[src/rtl/pmr_pkg.sv]
package pmr_pkg;

  typedef enum logic [1:0] {
    ROUTE_NONE = 2'b00,
    ROUTE_SMI  = 2'b01,
    ROUTE_SCI  = 2'b10,
    ROUTE_RSVD = 2'b11
  } route_t;

  localparam int AW = 3;

  localparam logic [AW-1:0] A_CTRL    = 3'd0;
  localparam logic [AW-1:0] A_FIXSTS  = 3'd1;
  localparam logic [AW-1:0] A_SCISTS  = 3'd2;
  localparam logic [AW-1:0] A_SCIEN   = 3'd3;
  localparam logic [AW-1:0] A_SMIGPIO = 3'd4;
  localparam logic [AW-1:0] A_ROUTE   = 3'd5;
  localparam logic [AW-1:0] A_RELEASE = 3'd6;

  // bit position of GPIO j's status (both paths) and SCI enable
  function automatic int gpio_sts_pos(input int j, input int ng);
    return (j < ng) ? 24 + j : 16 + j - ng;
  endfunction

  // bit position of GPIO j's SMI enable
  function automatic int gpio_smien_pos(input int j, input int ng);
    return (j < ng) ? 8 + j : j - ng;
  endfunction

endpackage

[src/rtl/pmr_gpio_bit.sv]
module pmr_gpio_bit
  import pmr_pkg::*;
(
  input  logic       clk,
  input  logic       rst,
  input  logic       evt_i,
  input  logic [1:0] route_i,
  input  logic       sci_en_i,
  input  logic       smi_en_i,
  input  logic       sci_clr_i,
  input  logic       smi_clr_i,
  output logic       sci_sts_o,
  output logic       smi_sts_o
);

  logic hit_sci, hit_smi;

  always_comb begin
    hit_sci = evt_i && (route_i == ROUTE_SCI) && sci_en_i;
    hit_smi = evt_i && (route_i == ROUTE_SMI) && smi_en_i;
  end

  always_ff @(posedge clk) begin
    if (rst) begin
      sci_sts_o <= 1'b0;
      smi_sts_o <= 1'b0;
    end else begin
      sci_sts_o <= (sci_sts_o & ~sci_clr_i) | hit_sci;
      smi_sts_o <= (smi_sts_o & ~smi_clr_i) | hit_smi;
    end
  end

  assert_gpio_sci_qual_R2: assert property (@(posedge clk) disable iff (rst)
    $rose(sci_sts_o) |-> ($past(route_i) == ROUTE_SCI) && $past(sci_en_i) && $past(evt_i));

  assert_gpio_smi_qual_R2: assert property (@(posedge clk) disable iff (rst)
    $rose(smi_sts_o) |-> ($past(route_i) == ROUTE_SMI) && $past(smi_en_i) && $past(evt_i));

  assert_gpio_one_path_R2: assert property (@(posedge clk) disable iff (rst)
    !($rose(sci_sts_o) && $rose(smi_sts_o)));

endmodule

[src/rtl/pmr_fixed_sts.sv]
module pmr_fixed_sts #(
  parameter int NWAKE = 4,
  localparam int FW = NWAKE + 5
) (
  input  logic             clk,
  input  logic             rst,
  input  logic             pcie_smi_i,
  input  logic [NWAKE-1:0] wake_i,
  input  logic             usb_we_i,
  input  logic             pwrbtn_or_i,
  input  logic             release_i,
  input  logic             ssmi_req_i,
  input  logic [FW-1:0]    clr_i,
  output logic [FW-1:0]    sts_o,
  output logic             off_req_o
);

  localparam int P_PCIE = 0;
  localparam int P_WAKE = 1;
  localparam int P_USB  = NWAKE + 1;
  localparam int P_PBO  = NWAKE + 2;
  localparam int P_GBL  = NWAKE + 3;
  localparam int P_SYNC = NWAKE + 4;

  logic          usb_prev;
  logic          usb_rise;
  logic [FW-1:0] set_v;

  always_comb begin
    usb_rise                  = usb_we_i & ~usb_prev;
    set_v                     = '0;
    set_v[P_PCIE]             = pcie_smi_i;
    set_v[P_WAKE +: NWAKE]    = wake_i;
    set_v[P_USB]              = usb_rise;
    set_v[P_PBO]              = pwrbtn_or_i;
    set_v[P_GBL]              = release_i;
    set_v[P_SYNC]             = ssmi_req_i;
  end

  always_ff @(posedge clk) begin
    if (rst) begin
      sts_o     <= '0;
      usb_prev  <= 1'b0;
      off_req_o <= 1'b0;
    end else begin
      sts_o     <= (sts_o & ~clr_i) | set_v;
      usb_prev  <= usb_we_i;
      off_req_o <= pwrbtn_or_i;
    end
  end

  assert_pcie_evt_wins_R11: assert property (@(posedge clk) disable iff (rst)
    pcie_smi_i |=> sts_o[P_PCIE]);

  assert_pbo_persist_R6: assert property (@(posedge clk) disable iff (rst)
    (sts_o[P_PBO] && !clr_i[P_PBO]) |=> sts_o[P_PBO]);

  assert_off_req_R6: assert property (@(posedge clk) disable iff (rst)
    pwrbtn_or_i |=> off_req_o);

  assert_usb_edge_R8: assert property (@(posedge clk) disable iff (rst)
    $rose(sts_o[P_USB]) |-> $past(usb_we_i));

endmodule

[src/rtl/pmr_sync_smi.sv]
module pmr_sync_smi (
  input  logic clk,
  input  logic rst,
  input  logic req_i,
  input  logic ack_i,
  output logic pending_o,
  output logic cpl_o
);

  always_ff @(posedge clk) begin
    if (rst) begin
      pending_o <= 1'b0;
      cpl_o     <= 1'b0;
    end else begin
      pending_o <= req_i | (pending_o & ~ack_i);
      cpl_o     <= pending_o & ack_i;
    end
  end

  assert_cpl_needs_ack_R7: assert property (@(posedge clk) disable iff (rst)
    cpl_o |-> $past(ack_i) && $past(pending_o));

  assert_hold_until_ack_R7: assert property (@(posedge clk) disable iff (rst)
    (pending_o && !ack_i) |=> pending_o && !cpl_o);

endmodule

[src/rtl/pm_event_router.sv]
module pm_event_router
  import pmr_pkg::*;
#(
  parameter int NG    = 8,
  parameter int NWAKE = 4,
  parameter int DW    = 32
) (
  input  logic             clk,
  input  logic             rst,
  input  logic             wr_en,
  input  logic             rd_en,
  input  logic [AW-1:0]    addr,
  input  logic [DW-1:0]    wr_data,
  output logic [DW-1:0]    rd_data,
  input  logic [NG-1:0]    gpio_core_i,
  input  logic [NG-1:0]    gpio_sus_i,
  input  logic [NWAKE-1:0] wake_i,
  input  logic             pcie_smi_i,
  input  logic             usb_we_i,
  input  logic             pwrbtn_or_i,
  input  logic             ssmi_req_i,
  input  logic             ssmi_ack_i,
  output logic             sci_o,
  output logic             smi_o,
  output logic             off_req_o,
  output logic             ssmi_cpl_o
);

  localparam int NGT    = 2 * NG;
  localparam int RW     = 2 * NGT;
  localparam int FW     = NWAKE + 5;
  localparam int P_PCIE = 0;
  localparam int P_WAKE = 1;
  localparam int P_USB  = NWAKE + 1;
  localparam int P_PBO  = NWAKE + 2;
  localparam int P_GBL  = NWAKE + 3;
  localparam int P_SYNC = NWAKE + 4;
  localparam int CW     = 4 + NWAKE;

  // control
  logic             sci_en, gbl_smi_en, usb_smi_en, usb_loc_en;
  logic [NWAKE-1:0] wake_en;
  logic [NGT-1:0]   sci_en_v, smi_en_v;
  logic [RW-1:0]    route_q;

  // decoded writes
  logic w_ctrl, w_fix, w_scists, w_scien, w_smi, w_route, w_rel;
  logic [FW-1:0]  fix_clr;
  logic [NGT-1:0] sci_clr_v, smi_clr_v;

  // status
  logic [FW-1:0]  fsts;
  logic [NGT-1:0] sci_sts_v, smi_sts_v;
  logic [NGT-1:0] gpio_evt;
  logic           ssmi_pending;

  always_comb begin
    w_ctrl   = wr_en && (addr == A_CTRL);
    w_fix    = wr_en && (addr == A_FIXSTS);
    w_scists = wr_en && (addr == A_SCISTS);
    w_scien  = wr_en && (addr == A_SCIEN);
    w_smi    = wr_en && (addr == A_SMIGPIO);
    w_route  = wr_en && (addr == A_ROUTE);
    w_rel    = wr_en && (addr == A_RELEASE) && wr_data[0];
    fix_clr  = w_fix ? wr_data[FW-1:0] : '0;
    gpio_evt = {gpio_sus_i, gpio_core_i};
  end

  always_ff @(posedge clk) begin
    if (rst) begin
      sci_en     <= 1'b0;
      gbl_smi_en <= 1'b0;
      usb_smi_en <= 1'b0;
      usb_loc_en <= 1'b0;
      wake_en    <= '0;
      route_q    <= '0;
    end else begin
      if (w_ctrl) begin
        sci_en     <= wr_data[0];
        gbl_smi_en <= wr_data[1];
        usb_smi_en <= wr_data[2];
        usb_loc_en <= wr_data[3];
        wake_en    <= wr_data[4 +: NWAKE];
      end
      if (w_route) route_q <= wr_data[RW-1:0];
    end
  end

  // per-GPIO enables, clears and status cells
  for (genvar j = 0; j < NGT; j++) begin : g_gpio
    localparam int SP = gpio_sts_pos(j, NG);
    localparam int EP = gpio_smien_pos(j, NG);

    always_ff @(posedge clk) begin
      if (rst) begin
        sci_en_v[j] <= 1'b0;
        smi_en_v[j] <= 1'b0;
      end else begin
        if (w_scien) sci_en_v[j] <= wr_data[SP];
        if (w_smi)   smi_en_v[j] <= wr_data[EP];
      end
    end

    always_comb begin
      sci_clr_v[j] = w_scists && wr_data[SP];
      smi_clr_v[j] = w_smi && wr_data[SP];
    end

    pmr_gpio_bit u_bit (
      .clk       (clk),
      .rst       (rst),
      .evt_i     (gpio_evt[j]),
      .route_i   (route_q[2*j +: 2]),
      .sci_en_i  (sci_en_v[j]),
      .smi_en_i  (smi_en_v[j]),
      .sci_clr_i (sci_clr_v[j]),
      .smi_clr_i (smi_clr_v[j]),
      .sci_sts_o (sci_sts_v[j]),
      .smi_sts_o (smi_sts_v[j])
    );
  end

  pmr_fixed_sts #(.NWAKE(NWAKE)) u_fixed (
    .clk         (clk),
    .rst         (rst),
    .pcie_smi_i  (pcie_smi_i),
    .wake_i      (wake_i),
    .usb_we_i    (usb_we_i),
    .pwrbtn_or_i (pwrbtn_or_i),
    .release_i   (w_rel),
    .ssmi_req_i  (ssmi_req_i),
    .clr_i       (fix_clr),
    .sts_o       (fsts),
    .off_req_o   (off_req_o)
  );

  pmr_sync_smi u_sync (
    .clk       (clk),
    .rst       (rst),
    .req_i     (ssmi_req_i),
    .ack_i     (ssmi_ack_i),
    .pending_o (ssmi_pending),
    .cpl_o     (ssmi_cpl_o)
  );

  // interrupt aggregation
  logic sci_d, smi_d;

  always_comb begin
    sci_d = fsts[P_GBL] |
            (sci_en & ((|(fsts[P_WAKE +: NWAKE] & wake_en)) |
                       fsts[P_PBO] |
                       (|(sci_sts_v & sci_en_v))));
    smi_d = gbl_smi_en & (fsts[P_PCIE] | fsts[P_SYNC] |
                          (fsts[P_USB] & usb_loc_en & usb_smi_en) |
                          (|(smi_sts_v & smi_en_v)));
  end

  always_ff @(posedge clk) begin
    if (rst) begin
      sci_o <= 1'b0;
      smi_o <= 1'b0;
    end else begin
      sci_o <= sci_d;
      smi_o <= smi_d;
    end
  end

  // read port
  logic [DW-1:0] rd_mux;

  always_comb begin
    rd_mux = '0;
    unique case (addr)
      A_CTRL: begin
        rd_mux[0]          = sci_en;
        rd_mux[1]          = gbl_smi_en;
        rd_mux[2]          = usb_smi_en;
        rd_mux[3]          = usb_loc_en;
        rd_mux[4 +: NWAKE] = wake_en;
      end
      A_FIXSTS: rd_mux[FW-1:0] = fsts;
      A_SCISTS: for (int j = 0; j < NGT; j++) rd_mux[gpio_sts_pos(j, NG)] = sci_sts_v[j];
      A_SCIEN:  for (int j = 0; j < NGT; j++) rd_mux[gpio_sts_pos(j, NG)] = sci_en_v[j];
      A_SMIGPIO: for (int j = 0; j < NGT; j++) begin
        rd_mux[gpio_sts_pos(j, NG)]   = smi_sts_v[j];
        rd_mux[gpio_smien_pos(j, NG)] = smi_en_v[j];
      end
      A_ROUTE: rd_mux[RW-1:0] = route_q;
      default: rd_mux = '0;
    endcase
  end

  always_ff @(posedge clk) begin
    if (rst)        rd_data <= '0;
    else if (rd_en) rd_data <= rd_mux;
  end

  assert_smi_gbl_gate_R10: assert property (@(posedge clk) disable iff (rst)
    smi_o |-> $past(gbl_smi_en));

  assert_release_forces_sci_R5: assert property (@(posedge clk) disable iff (rst)
    fsts[P_GBL] |=> sci_o);

  assert_pcie_smi_no_local_en_R9: assert property (@(posedge clk) disable iff (rst)
    (fsts[P_PCIE] && gbl_smi_en) |=> smi_o);

  assert_sync_sts_follows_req_R7: assert property (@(posedge clk) disable iff (rst)
    ssmi_pending |-> fsts[P_SYNC] || $past(fix_clr[P_SYNC]));

  assert_sci_needs_cause_R4: assert property (@(posedge clk) disable iff (rst)
    sci_o |-> $past(fsts[P_GBL]) || $past(sci_en));

endmodule

[config.mk]
export PLATFORM = sky130hd
export DESIGN_NAME = pm_event_router
export DESIGN_NICKNAME = d
export VERILOG_FILES = /design/src/rtl/pmr_pkg.sv /design/src/rtl/pmr_gpio_bit.sv /design/src/rtl/pmr_fixed_sts.sv /design/src/rtl/pmr_sync_smi.sv /design/src/rtl/pm_event_router.sv
export SDC_FILE = /design/constraint.sdc
export NUM_CORES = 1
export LEC_CHECK = 0
export ABC_AREA = 1
export BUFFER_PORTS_ARGS = -buffer_cell sky130_fd_sc_hd__buf_2
export CORE_MARGIN = 5
export CORE_UTILIZATION = 35
export DETAILED_ROUTE_END_ITERATION = 7
export HOLD_SLACK_MARGIN = 0.1
export PLACE_DENSITY = 0.62
export SLEW_MARGIN = 20
export SYNTH_ARGS = -nofsm -noshare
export SYNTH_HDL_FRONTEND = slang
export SYNTH_SLANG_ARGS = --single-unit
[constraint.sdc]
create_clock -name clk -period 3.5 [get_ports clk]
set_clock_uncertainty 0.15 [all_clocks]
set_input_delay 0.175 -clock clk [delete_from_list [all_inputs] [get_ports clk]]
set_output_delay 0.175 -clock clk [all_outputs]
set_load 0.005 [all_outputs]
Word level (Yosys, flattened, before mapping) --
Index checks and enable logic that the tools add are counted.
Cells by class: $add $sub $neg 0, multipliers 0, divide/modulo/power cells 0, magnitude comparators 0, equality and inequality tests 38, shift-type cells 0, mux-type cells 5, bitwise gates (word level) 118, reduce and logical (&&, ||, !) cells 108
Operators by type and width (number):
- 1-bit logical AND | 104
- 16-bit one-hot mux with 4 select lines | 1
- 1-bit bitwise AND | 39
- 1-bit OR | 39
- 1-bit inverter | 34
- 16-bit bitwise AND | 2
- 2-bit by 1-bit equality test with 1-bit output, second input constant | 16
- 2-bit equality test, second input constant | 16
- 8-bit one-hot mux with 4 select lines | 1
- 16-bit OR reduction | 2
- 7-bit one-hot mux with 2 select lines | 1
- 9-bit bitwise AND | 1
- 3-bit equality test, second input constant | 3
- 9-bit two-way mux | 1
- 9-bit inverter | 1
- 9-bit OR | 1
- 3-bit by 2-bit equality test with 1-bit output, second input constant | 2
- 4-bit bitwise AND | 1
- 4-bit OR reduction | 1
- 3-bit by 1-bit equality test with 1-bit output, second input constant | 1
- 3-bit logical NOT | 1
- 1-bit one-hot mux with 3 select lines | 1
Word-level totals: register bits after elaboration 151, latch bits 0, memory bits (writable) 0, memory bits (read-only) 0, input port bits 64, output and inout bits 36, word-level logic and storage cells 347, memories 0

Depth between registers and ports, before layout --
Gate-level depths: netlist of run 1.
depth in word-level cells 6, gate-level depth with buffers 9, gate-level depth less buffers 8

Cells and area by module --
Synthesis of run 1 repeated with hierarchy kept, for this count alone.
Unflattened totals: cell total of the unflattened synthesis 1132, area, all modules 7186.9 sq um
By module, submodules not included:
- pm_event_router | instances 1, cells each 784, area an instance 5073.6 sq um, sequential area each 2122.0 sq um
- pmr_gpio_bit | instances 16, cells each 18, area an instance 102.6 sq um, sequential area each 40.0 sq um
- pmr_fixed_sts | instances 1, cells each 51, area an instance 404.1 sq um, sequential area each 220.2 sq um
- pmr_sync_smi | instances 1, cells each 9, area an instance 67.6 sq um, sequential area each 40.0 sq um

Least setup slack after synthesis of run 1 --
No wires, ideal clock.
path type input to register, start point input addr[2], end point register g_gpio[3].u_bit.smi_sts_o, library setup time 0.132 ns, data arrival time 1.015 ns, required time 3.218 ns, path slack 2.203 ns, stages 7, buffers on the path 2, cell sequence buf_4 -> nand2_2 -> nor2_4 -> nand2_4 -> clkbuf_1 -> o21ai_0 -> a21oi_1
On the way: cells in the longest elaborated chain, start to end 6
RTL lines:
- start: declaration | line pm_event_router.sv:12 | input logic [AW-1:0] addr,
- 3-bit equality test | line pm_event_router.sv:62 | w_smi = wr_en && (addr == A_SMIGPIO);
- 1-bit logical AND | line pm_event_router.sv:62
- 1-bit logical AND | line pm_event_router.sv:106 | smi_clr_v[j] = w_smi && wr_data[SP];
- 1-bit inverter | line pmr_gpio_bit.sv:29 | smi_sts_o <= (smi_sts_o & ~smi_clr_i) | hit_smi;
- 1-bit bitwise AND | line pmr_gpio_bit.sv:29
- 1-bit OR | line pmr_gpio_bit.sv:29
- end signal: assignment | line pmr_gpio_bit.sv:29
- end: declaration | line pmr_gpio_bit.sv:13 | output logic smi_sts_o
Every way passes these cells. A chain may end at the register's enable or synchronous reset.

Final worst setup path of run 1 --
start point input wr_en, end point register g_gpio[1].u_bit.sci_sts_o
On the way: cells in the longest elaborated chain, start to end 5
RTL lines:
- start: declaration | line pm_event_router.sv:10 | input logic wr_en,
- 1-bit logical AND | line pm_event_router.sv:60 | w_scists = wr_en && (addr == A_SCISTS);
- 1-bit logical AND | line pm_event_router.sv:105 | sci_clr_v[j] = w_scists && wr_data[SP];
- 1-bit inverter | line pmr_gpio_bit.sv:28 | sci_sts_o <= (sci_sts_o & ~sci_clr_i) | hit_sci;
- 1-bit bitwise AND | line pmr_gpio_bit.sv:28
- 1-bit OR | line pmr_gpio_bit.sv:28
- end signal: assignment | line pmr_gpio_bit.sv:28
- end: declaration | line pmr_gpio_bit.sv:12 | output logic sci_sts_o,
Every way passes these cells.

==> summary.md, run 1 <==
| Metric | Value |
|---|---|
| Most common cell in the synthesized netlist | nand2_1 |
| Synth async-reset ratio | 0% |
| CTS max path bufs | 2 |
| End of the critical path | g_gpio[1].u_bit.sci_sts_o |
| Max-slew violation count | 0 |
| Final setup margin | roughly 0.99 ns |
| First-pass DRT Iterations | 5 |
| Worst setup EP type | flip-flop |
| Area Overhead vs Synth | 32.07% |
| Clk root buf | clkbuf_16 |
| Yosys warnings | 0 |
| TritonCTS buffer count | 17 |
| EDFF count, synth | 0 |
| Die extent in x | around 150 um |
| Initial core utilization | 35.69% |
| Top Family by Delay on Critical Path | buffers and inverters |
| Worst VDD drop | around 340 uV |
| Clock-pin slew on the worst setup and hold paths | around 0.060 ns |
| Path type of the worst setup path | in2reg |
| Top cells by count, synth | 208 x nand2_1, 151 x dfxtp_1, 132 x o21ai_0, 128 x a21oi_1, 94 x inv_1 |
| RSZ-0062 raised after global routing | false |
| Critical path arrival | 2.67 ns |
| Final wirelength | 21180 um |
| Wire per inst | ~16 um |
| Antenna-violating nets left | 0 |
| Critical path depth | 8 |
| First-pass GRT wire length | 34160 um |
| P per Cell Area | roughly 500 nW/um^2 |
| Post-synthesis compound-gate area fraction | a little under a quarter |
| CP Buf/Inv Count | 4 |
| PortBufs | ~100 |
| N_diodes | 0 |
| Critical path launch point type | input pin |
| Crit path from | wr_en |
| Final Power | 4.145 mW |
| Resize count post-CTS | 0 |
| Crit-path max FO | 16 |
| Pin count of the biggest net entering global routing | 70 |
| Pre-CTS setup slack | 1.686 ns |
| Syn_nets | around 950 |
| Post-Synthesis Cell Area | 6434 um^2 |
| GPL Wtd Cong | approximately 0.85 |
| Cell Rows | 49 |
| CP max-delay cell | dlygate4sd3_1 |
| Die height | ~150 um |
| Post-synthesis register bit count | about 150 |
| Synth top area cells | dfxtp_1 47%, nand2_1 12%, o21ai_0 10% |
| Ys flop type | dfxtp_1 |
| Synth top area share | between 40 and 50% |
| Post-synthesis sequential area ratio | a little under half |
| GRT overflow | 0 |
| Status | completed |
| Min Tclk post-route | between 2 and 3 ns |
| Total number of vias | between 6000 and 7000 |
| DR vias/cell | 5.121 |
| Worst Hold Class | in2reg |
| Fmax | between 0.3 and 0.4 GHz |
| Post-Syn Instances | roughly 900 |
| Slew headroom | 45.22% |
| Setup TNS | 0 ns |
| Nets | approximately 1100 |
| Hpwl dp | roughly 14000 um |
| I/O Pins | 100 |
| DRT iter0 DRCs | ~570 |
| Clk sinks | 151 |
| CP cell instances | dlygate4sd3_1, buf_2, inv_1, nor2_1, nand2_1, o21ai_0, a21oi_1, dlygate4sd3_1 |
| Worst R2R Start | smi_en_v[10] |
| DRC errors left | 0 |
| Antenna violations before repair | 0 |
| Worst slew pin tran | between 0.8 and 0.9 ns |
| Via count of the first global-routing pass | 6444 |
| Leading area contributor after synthesis | dfxtp_1 |
| Largest family of logic cells by synthesized area | compound AO/OA/AOI/OAI gates |
| CP required | 3.67 ns |
| Pleak | around 3.6 nW |
| CTS tree | yes |
| Mean Syn Cell Area | slightly above 7 um^2 |
| Reg2Reg Capture Point | g_gpio[10].u_bit.smi_sts_o |
| Fin crit share | a little under three quarters |
| CTS H-Tree Depth | 4 |
| Share of cells above drive strength 1 | between 10% and 20% |
| Final hold violation count | 0 |
| Adder-cell share of the synthesized area | 0% |
| Slowest stage delay, CP | between 0.5 and 0.6 ns |
| Synth Area in Simple Gates | approximately 20% |
| Setup-failing EPs final | 0 |
| Max_cap viols | 0 |
| Core footprint | 18020 um^2 |
| R2R setup slack | around 2.0 ns |
| Mux cell area share after synthesis | 0% |
| Reg2reg path depth | 3 |
| GR Util All Layers | about a fifth |
| Die area | between 20000 and 25000 um^2 |
| Worst skew pair latency | ~0.43 ns |
| Most used cell, CP | dlygate4sd3_1 |
| Distinct cells, synth | 26 |
| Post-Synth XOR/XNOR Area | 0% |
[cells in the final DEF, fill, tap and decap left out, types with 3 or more instances in the layout]
master           n
nand2_1        208
o21ai_0        132
bufinv_16        5
o221ai_1         7
nor2_4           3
nor2_1          39
clkinvlp_4       3
o21ai_1         19
a21oi_1        128
nand4_1         37
inv_1           93
nand3_1          7
dlygate4sd3_1   84
buf_2           99
inv_2            6
buf_4            6
clkbuf_16       17
dfxtp_1        151
[repair_timing]
| action | in CTS | in global routing |
|---|---|---|
| hold buffers | 84 | 0 |
| buffers inserted | 0 | 0 |
| endpoints found under the hold margin | 117 | 0 |
[power breakdown]
part           switching, mW  total [mW]  internal, mW
clock                  0.736        2.02          1.28
sequential            0.0398        1.81          1.77
combinational          0.187       0.318         0.132
[cell families after synthesis]
| group | Yosys count |
|---|---|
| AO/OA/AOI/OAI | 291 |
| buffers and inverters | 147 |
| flip-flops | 151 |
| AND/OR/NAND/NOR | 301 |
[layout make-up]
cell class / count / area, um^2
inverter: 99 / 371.6
timing repair buffer: 189 / 1381
clock inverter: 12 / 200.2
sequential: 151 / 3023
fill: 1823 / 9528
tap: 229 / 286.5
clock buffer: 20 / 446.7
multi-input combinational: 592 / 2788
[worst reg2reg max path, cell delays in order (launching register included)]
cell           delay (ns)
dfxtp_1              0.48
nand4_1              0.13
a21oi_1              0.17
dlygate4sd3_1        0.58
[per-stage QoR]
stage	hold slack (ns)	util, %	area [um^2]	std cells
floorplan	0.1360	-	6434	890
global placement	0.2379	38.89	7009	1176
detailed placement	0.2370	38.89	7009	1176
CTS	0.1104	47.14	8497	1292
global route	0.1662	47.14	8497	1292
finish	0.1196	47.14	8497	1292
[flip-flops by register name, indices dropped and copies added (netlist names), 4 cells and up]
name,count
g_gpio.u_bit.sci_sts_o,16
g_gpio.u_bit.smi_sts_o,16
rd_data,32
route_q,32
sci_en_v,16
smi_en_v,16
u_fixed.sts_o,9
wake_en,4
[routing by layer]
metal,wire [um],GRT usage [%]
met1,9880,27.32
met2,9535,31.18
met3,1345,5.139
met4,421,6.017
met5,0,0
[worst min-delay path by stage]
stage	startpoint	to	depth (start not counted)
global route	addr[0]	u_fixed.sts_o[7]	4
detailed placement	usb_we_i	u_fixed.usb_prev	3
global placement	usb_we_i	u_fixed.usb_prev	3
finish	addr[0]	u_fixed.sts_o[7]	4
CTS	addr[0]	u_fixed.sts_o[7]	4
floorplan	ssmi_ack_i	u_sync.pending_o	1
No activity file was read; power rests on OpenSTA's default activity.
==> inputs of run 2 (changes only) <==
clock period = 2.55 ns   (was 3.5 ns; I/O delays follow)
==> run 2 against run 1 <==
Compared with the run above:
- worst hold slack gained 0.16 ns
- clock power increased by 21%
- global-route usage is 0.47 points lower
- core utilization about the same
- critical path type unchanged
- largest power group is now sequential cells
==> summary.md, run 2 (synthesis results as in run 1) <==
| Metric | Value |
|---|---|
| Status | completed |
| Crit path from | addr[0] |
| Storage element area | 3023 um^2 (unchanged) |
| CTS max path bufs | 2 (unchanged) |
| TritonCTS buffer count | 17 (unchanged) |
| Min-delay src | u_sync.pending_o |
| Via count of the first global-routing pass | 6237 (-3.2%) |
| Most common cell after layout, fill and taps aside | nand2_1 |
| Setup TNS | 0 ns (unchanged) |
| CP Buf/Inv Count | 5 (+1) |
| Total number of vias | 6530 (-1.3%) |
| First-pass DRT Iterations | 6 (+1) |
| Reg2Reg Capture Point | g_gpio[11].u_bit.smi_sts_o |
| DRC errors left | 0 (unchanged) |
| Gate power share | 8.3% (+0.6 points) |
| Slowest stage delay, CP | 0.61 ns (+0.02 ns) |
| Fmax | 0.4212 GHz |
| DR vias/cell | 5.031 (-1.8%) |
| Die area | 21190 um^2 (unchanged) |
| Worst Hold Class | reg2reg |
| Clock-pin slew on the worst setup and hold paths | 0.06 ns (about the same) |
| Min Tclk post-route | between 2 and 2.5 ns |
| Area Overhead vs Synth | 32.01% (about the same) |
| GRT overflow | 0 (unchanged) |
| Pleak | 3.596 nW (-0.21%) |
| Worst skew pair latency | 0.43 ns (about the same) |
| Slew headroom | 46.83% (+1.6 points) |
| Setup-failing EPs final | 0 (unchanged) |
| Critical path launch point type | input pin |
| P per Cell Area | 632.4 nW/um^2 (+30%) |
| Met1 usage | 27.38% (+0.060 points) |
| # fillers | 1874 (+2.8%) |
| Clock share of power | 45.6% (-3.1 points) |
| Core footprint | 18020 um^2 (unchanged) |
| Clk sinks | 151 (unchanged) |
| NetSw | 1.360 mW (+41%) |
| Hpwl dp | 14310 um (-0.77%) |
| DRT iter0 DRCs | 477 (-16%) |
| CP max-delay cell | dlygate4sd3_1 |
| Worst VDD drop | 522.1 uV (+56%) |
| Final wirelength | 20960 um (-1.1%) |
| Reg2reg path depth | 3 (unchanged) |
| Antenna violations before repair | 0 (unchanged) |
| Cell Rows | 49 (unchanged) |
| R2R setup slack | 1.04 ns (-0.91 ns) |
| Commonest non-fill, non-tap cells in the layout | 207 x nand2_1, 151 x dfxtp_1, 132 x o21ai_0 |
| CP cell instances | dlygate4sd3_1, buf_2, inv_1, nor3_1, buf_4, nand2_1, o21ai_0, a21oi_1, dlygate4sd3_1 |
| Worst setup EP type | flip-flop |
| Most used cell, CP | dlygate4sd3_1 |
| I/O Pins | 100 (unchanged) |
| Final hold violation count | 0 (unchanged) |
| Worst slew pin tran | 0.7975 ns (-0.02423 ns) |
| PortBufs | 99 (unchanged) |
| Share of cells above drive strength 1 | 14.50% (+0.39 points) |
| First-pass GRT wire length | 33430 um (-2.1%) |
| Largest registers | rd_data: 32 flops, route_q: 32 flops |
| Sw frac | 25.31% (+2.1 points) |
| Most Used Layer, Global Route | met2 |
| Critical path arrival | 2.53 ns (-0.14 ns) |
| CP required | 2.71 ns (-0.96 ns) |
| Worst R2R Start | smi_en_v[11] |
| Antenna-violating nets left | 0 (unchanged) |
| Nets | 1120 (+0.54%) |
| Max-slew violation count | 0 (unchanged) |
| RSZ-0062 raised after global routing | false |
| Clk root buf | clkbuf_16 |
| M2 GR Usage | 29.89% (-1.3 points) |
| Pint | 4.012 mW (+26%) |
| N_diodes | 0 (unchanged) |
| Final Power | 5.371 mW (+30%) |
| Initial core utilization | 35.69% (unchanged) |
| Top Family by Delay on Critical Path | buffers and inverters |
| Die height | 145.6 um (unchanged) |
| Hold EP | u_sync.cpl_o |
| Die extent in x | 145.6 um (unchanged) |
| Fin crit share | about 93% |
| Area of the multi-input gates | 2790 um^2 (about the same) |
| Hold Path Stages | 2 (-2) |
| GPL Wtd Cong | 0.8475 (-0.25%) |
| Wire per inst | 16.15 um (-1.5%) |
| Crit-path max FO | 11 (-5) |
| Seq pwr share | 46.2% (+2.6 points) |
| CTS H-Tree Depth | 4 (unchanged) |
| GR Util All Layers | 19.53% (-0.47 points) |
| Max_cap viols | 0 (unchanged) |
| Pin count of the biggest net entering global routing | 70 (unchanged) |
| Met3 usage | 4.485% (-0.65 points) |
| Path type of the worst setup path | in2reg |
| CTS tree | yes |
| Post-CTS Setup Inserts | 0 (unchanged) |
-- run 2: cell count changes in the layout (fill, tap and decap cells not counted) --
cell / before / now
buf_12: 0 / 1
nand2_1: 208 / 207
nand2_2: 2 / 3
clkbuf_1: 2 / 0
buf_4: 6 / 7
clkinvlp_4: 3 / 6
bufinv_16: 5 / 1
clkinv_4: 2 / 1
inv_6: 0 / 3
clkbuf_8: 1 / 2
dlygate4sd3_1: 84 / 88
-- run 2: layout make-up --
| class | count | area share (%) |
|---|---|---|
| Sequential cell | 151 | 35.59 |
| Multi-Input combinational cell | 592 | 32.85 |
| Timing Repair Buffer | 195 | 17.06 |
| Clock buffer | 19 | 5.333 |
| Inverter | 99 | 4.375 |
| Tap cell | 229 | 3.374 |
| Clock inverter | 13 | 1.414 |
-- run 2: per-layer routing --
metal | part of all wire [%] | up-vias
li1 | - | 3283
met1 | 47 | 3001
met2 | 45 | 216
met3 | 6.5 | 30
met4 | 1.7 | 0
met5 | 0 | -
-- run 2: metrics by stage --
step / util [%] / instances / hold WS [ns] / setup slack, ns / cell area (um^2)
floorplan: - / 890 / 0.08847 / 1.300 / 6434
global placement: 39.04 / 1178 / 0.1939 / 0.6964 / 7037
detailed placement: 39.04 / 1178 / 0.1972 / 0.6125 / 7037
CTS: 47.11 / 1298 / 0.2755 / 0.1115 / 8491
global route: 47.12 / 1298 / 0.2996 / 0.03413 / 8493
finish: 47.12 / 1298 / 0.2785 / 0.1758 / 8493
-- run 2: power groups by stage --
stage	Clock [mW]	Sequential, mW	Combinational [mW]
after floorplan	0	2.51	0.207
after global placement	0	2.53	0.352
after detailed placement	0	2.53	0.354
after CTS	2.48	2.48	0.443
after global routing	2.57	2.49	0.492
final	2.45	2.48	0.444
-- run 2: worst register-to-register path, cell delays in order (launching register included) --
cell,delay [ns]
dfxtp_1,0.44
nand4_1,0.12
a21oi_1,0.17
dlygate4sd3_1,0.57
-- run 2: worst max path at each step --
stage                                           end  slack [ns]  cells after the start
after global routing               u_fixed.sts_o[1]        0.03                      9
final                              u_fixed.sts_o[1]        0.18                      9
after global placement                   route_q[8]        0.70                      6
after floorplan           g_gpio[3].u_bit.smi_sts_o        1.30                      7
after CTS                 g_gpio[1].u_bit.sci_sts_o        0.11                      8
after detailed placement                route_q[28]        0.61                      6
-- run 2: timing repair --
action                                  in CTS  in global routing
gates resized for setup                      0                  1
endpoints found under the setup margin       0                  6
hold buffers                                88                  0
hold endpoints to repair                   127                  0
==> inputs of run 3 (changes only) <==
PLACE_DENSITY = 0.64   (was 0.62)
clock period = 2 ns   (was 2.55 ns; I/O delays follow)
==> run 3 against run 2 <==
Compared with the run above:
- cell count up 0.69%
- power grew 28%
- setup slack got worse by 0.056 ns
- first-iteration DRC count up 12%
- critical path depth is the same
- clock power rose by 28%
- sequential power grew 28%
- die area unchanged
- final area is 1.1% higher
- largest power group unchanged
==> summary.md, run 3 (synthesis results as in run 1) <==
| Metric | Value |
|---|---|
| Crit-path max FO | 16 (+5) |
| GR Util All Layers | 19.99% (+0.47 points) |
| # fillers | 1797 (-4.1%) |
| Path type of the worst setup path | in2reg |
| PortBufs | 99 (unchanged) |
| Die height | 145.6 um (unchanged) |
| Final wirelength | 21430 um (+2.3%) |
| Die extent in x | 145.6 um (unchanged) |
| Worst Hold Slack | 0.1272 ns (-0.1513 ns) |
| Wire per inst | 16.40 um (+1.5%) |
| CTS tree | yes |
| GRT overflow | 0 (unchanged) |
| Cell Rows | 49 (unchanged) |
| GPL Wtd Cong | 0.9404 (+11%) |
| CP Buf/Inv Count | 5 (unchanged) |
| Top Family by Delay on Critical Path | buffers and inverters |
| Slowest stage delay, CP | 0.57 ns (-0.04 ns) |
| Fmax | 0.5317 GHz |
| Storage element area | 3023 um^2 (unchanged) |
| Worst Hold Class | in2reg |
| Critical path depth | 9 (unchanged) |
| DRC errors left | 0 (unchanged) |
| Clock-pin slew on the worst setup and hold paths | 0.06 ns (about the same) |
| First-pass GRT wire length | 34290 um (+2.6%) |
| Pin count of the biggest net entering global routing | 70 (unchanged) |
| Worst VDD drop | 606.9 uV (+16%) |
| Slew headroom | 61.43% (+15 points) |
| Worst skew pair latency | 0.42 ns (about the same) |
| Antenna-violating nets left | 0 (unchanged) |
| Reg2reg path depth | 4 (+1) |
| Fin crit share | between 90 and 100% |
| CP max-delay cell | dlygate4sd3_1 |
| Worst slew pin tran | 0.5754 ns (-0.2221 ns) |
| Initial core utilization | 35.69% (unchanged) |
| Area Overhead vs Synth | 33.43% |
| CP required | 2.15 ns (-0.56 ns) |
| Largest registers | rd_data: 32 flops, route_q: 32 flops |
| Commonest non-fill, non-tap cells in the layout | 208 x nand2_1, 151 x dfxtp_1, 130 x o21ai_0 |
| Total number of vias | 6716 (+2.8%) |
| N_diodes | 0 (unchanged) |
| CP cell instances | dlygate4sd3_1, buf_2, inv_1, nor2_2, nand2_1, buf_4, o21ai_0, a21oi_1, dlygate4sd3_1 |
| Most used cell, CP | dlygate4sd3_1 |
| Final core area utilization | 47.63% (+0.51 points) |
| Core footprint | 18020 um^2 (unchanged) |
| Critical path arrival | 2.03 ns (-0.50 ns) |
| Via count of the first global-routing pass | 6343 (+1.7%) |
| Nets | 1130 (+0.89%) |
| First-pass DRT Iterations | 7 (+1) |
| Pre-CTS setup slack | 0.3955 ns (-0.2169 ns) |
| Share of cells above drive strength 1 | 15.03% (+0.53 points) |
| Setup-failing EPs final | 0 (unchanged) |
| Clk sinks | 151 (unchanged) |
| CTS max path bufs | 2 (unchanged) |
| Status | completed |
| Clk root buf | clkbuf_16 |
| TritonCTS buffer count | 17 (unchanged) |
| DRT iter0 DRCs | 532 (+12%) |
| CTS H-Tree Depth | 4 (unchanged) |
| Antenna violations before repair | 0 (unchanged) |
| Hold Path Stages | 6 (+4) |
| Final setup margin | 0.1194 ns (-0.05640 ns) |
| Max-slew violation count | 0 (unchanged) |
| DR vias/cell | 5.138 (+2.1%) |
| I/O Pins | 100 (unchanged) |
| Max_cap viols | 0 (unchanged) |
| Die area | 21190 um^2 (unchanged) |
| RSZ-0062 raised after global routing | false |
| Pleak | 3.660 nW (+1.8%) |
| Setup TNS | 0 ns (unchanged) |
| Hpwl dp | 14920 um (+4.3%) |
| Most common cell after layout, fill and taps aside | nand2_1 |
| P per Cell Area | 801.3 nW/um^2 (+27%) |
| Min Tclk post-route | between 1.5 and 2 ns |
| Critical path launch point type | input pin |
| Area of the multi-input gates | 2790 um^2 (unchanged) |
| Worst setup EP type | flip-flop |
| Final hold violation count | 0 (unchanged) |
-- run 3: cell count changes in the layout (fill, tap and decap cells not counted), moves of 2 or more --
cell	before	now
buf_4	7	15
clkinv_2	2	4
clkinvlp_4	6	3
inv_6	3	1
o21ai_0	132	130
o21ai_1	19	21
-- run 3: final cells by class --
type / count / area share [%]
Sequential cell: 151 / 35.21
Tap cell: 229 / 3.338
Clock inverter: 12 / 1.501
Multi-Input combinational cell: 592 / 32.50
Timing Repair Buffer: 205 / 17.93
Inverter: 99 / 4.358
Clock buffer: 19 / 5.160
-- run 3: timing repair --
action | CTS | global route
hold buffers | 89 | 0
endpoints found under the setup margin | 0 | 9
resized for setup | 0 | 5
setup buffers | 0 | 0
endpoints found under the hold margin | 144 | 0
-- run 3: path summary, 6_finish.rpt --
check	start	end	slack, ns
max	wr_en	g_gpio[14].u_bit.sci_sts_o	0.12
min	addr[1]	rd_data[1]	0.13
max reg2reg	smi_en_v[10]	g_gpio[10].u_bit.smi_sts_o	0.36
min reg2reg	u_fixed.usb_prev	u_fixed.sts_o[5]	0.28
-- run 3: report_power, final --
group | internal [mW] | switching [mW]
clock | 1.86 | 1.27
combinational | 0.253 | 0.334
sequential | 3.09 | 0.0734
total | 5.20 | 1.67
-- run 3: metrics by stage --
stage / power (mW) / instances / area (um^2)
after global routing: 7.138 / 1307 / 8584
after detailed placement: 3.696 / 1188 / 7124
after floorplan: 3.468 / 890 / 6434
final: 6.878 / 1307 / 8584
after CTS: 6.920 / 1308 / 8587
after global placement: 3.690 / 1188 / 7124
-- run 3: routing by layer --
layer  track usage (%)  routed length, um  vias up
li1                  -                  -     3308
met5                 0                  0        -
met2             29.96               9184      274
met1             28.52              10210     3102
met4             8.162                580        0
met3             3.395               1452       32
-- run 3: tightest hold or removal path: stages --
cell and delay (ns):
buf_2 0.13, nor3_2 0.11, nand2_1 0.07, nand2_1 0.05, o21ai_1 0.11, a21oi_1 0.07
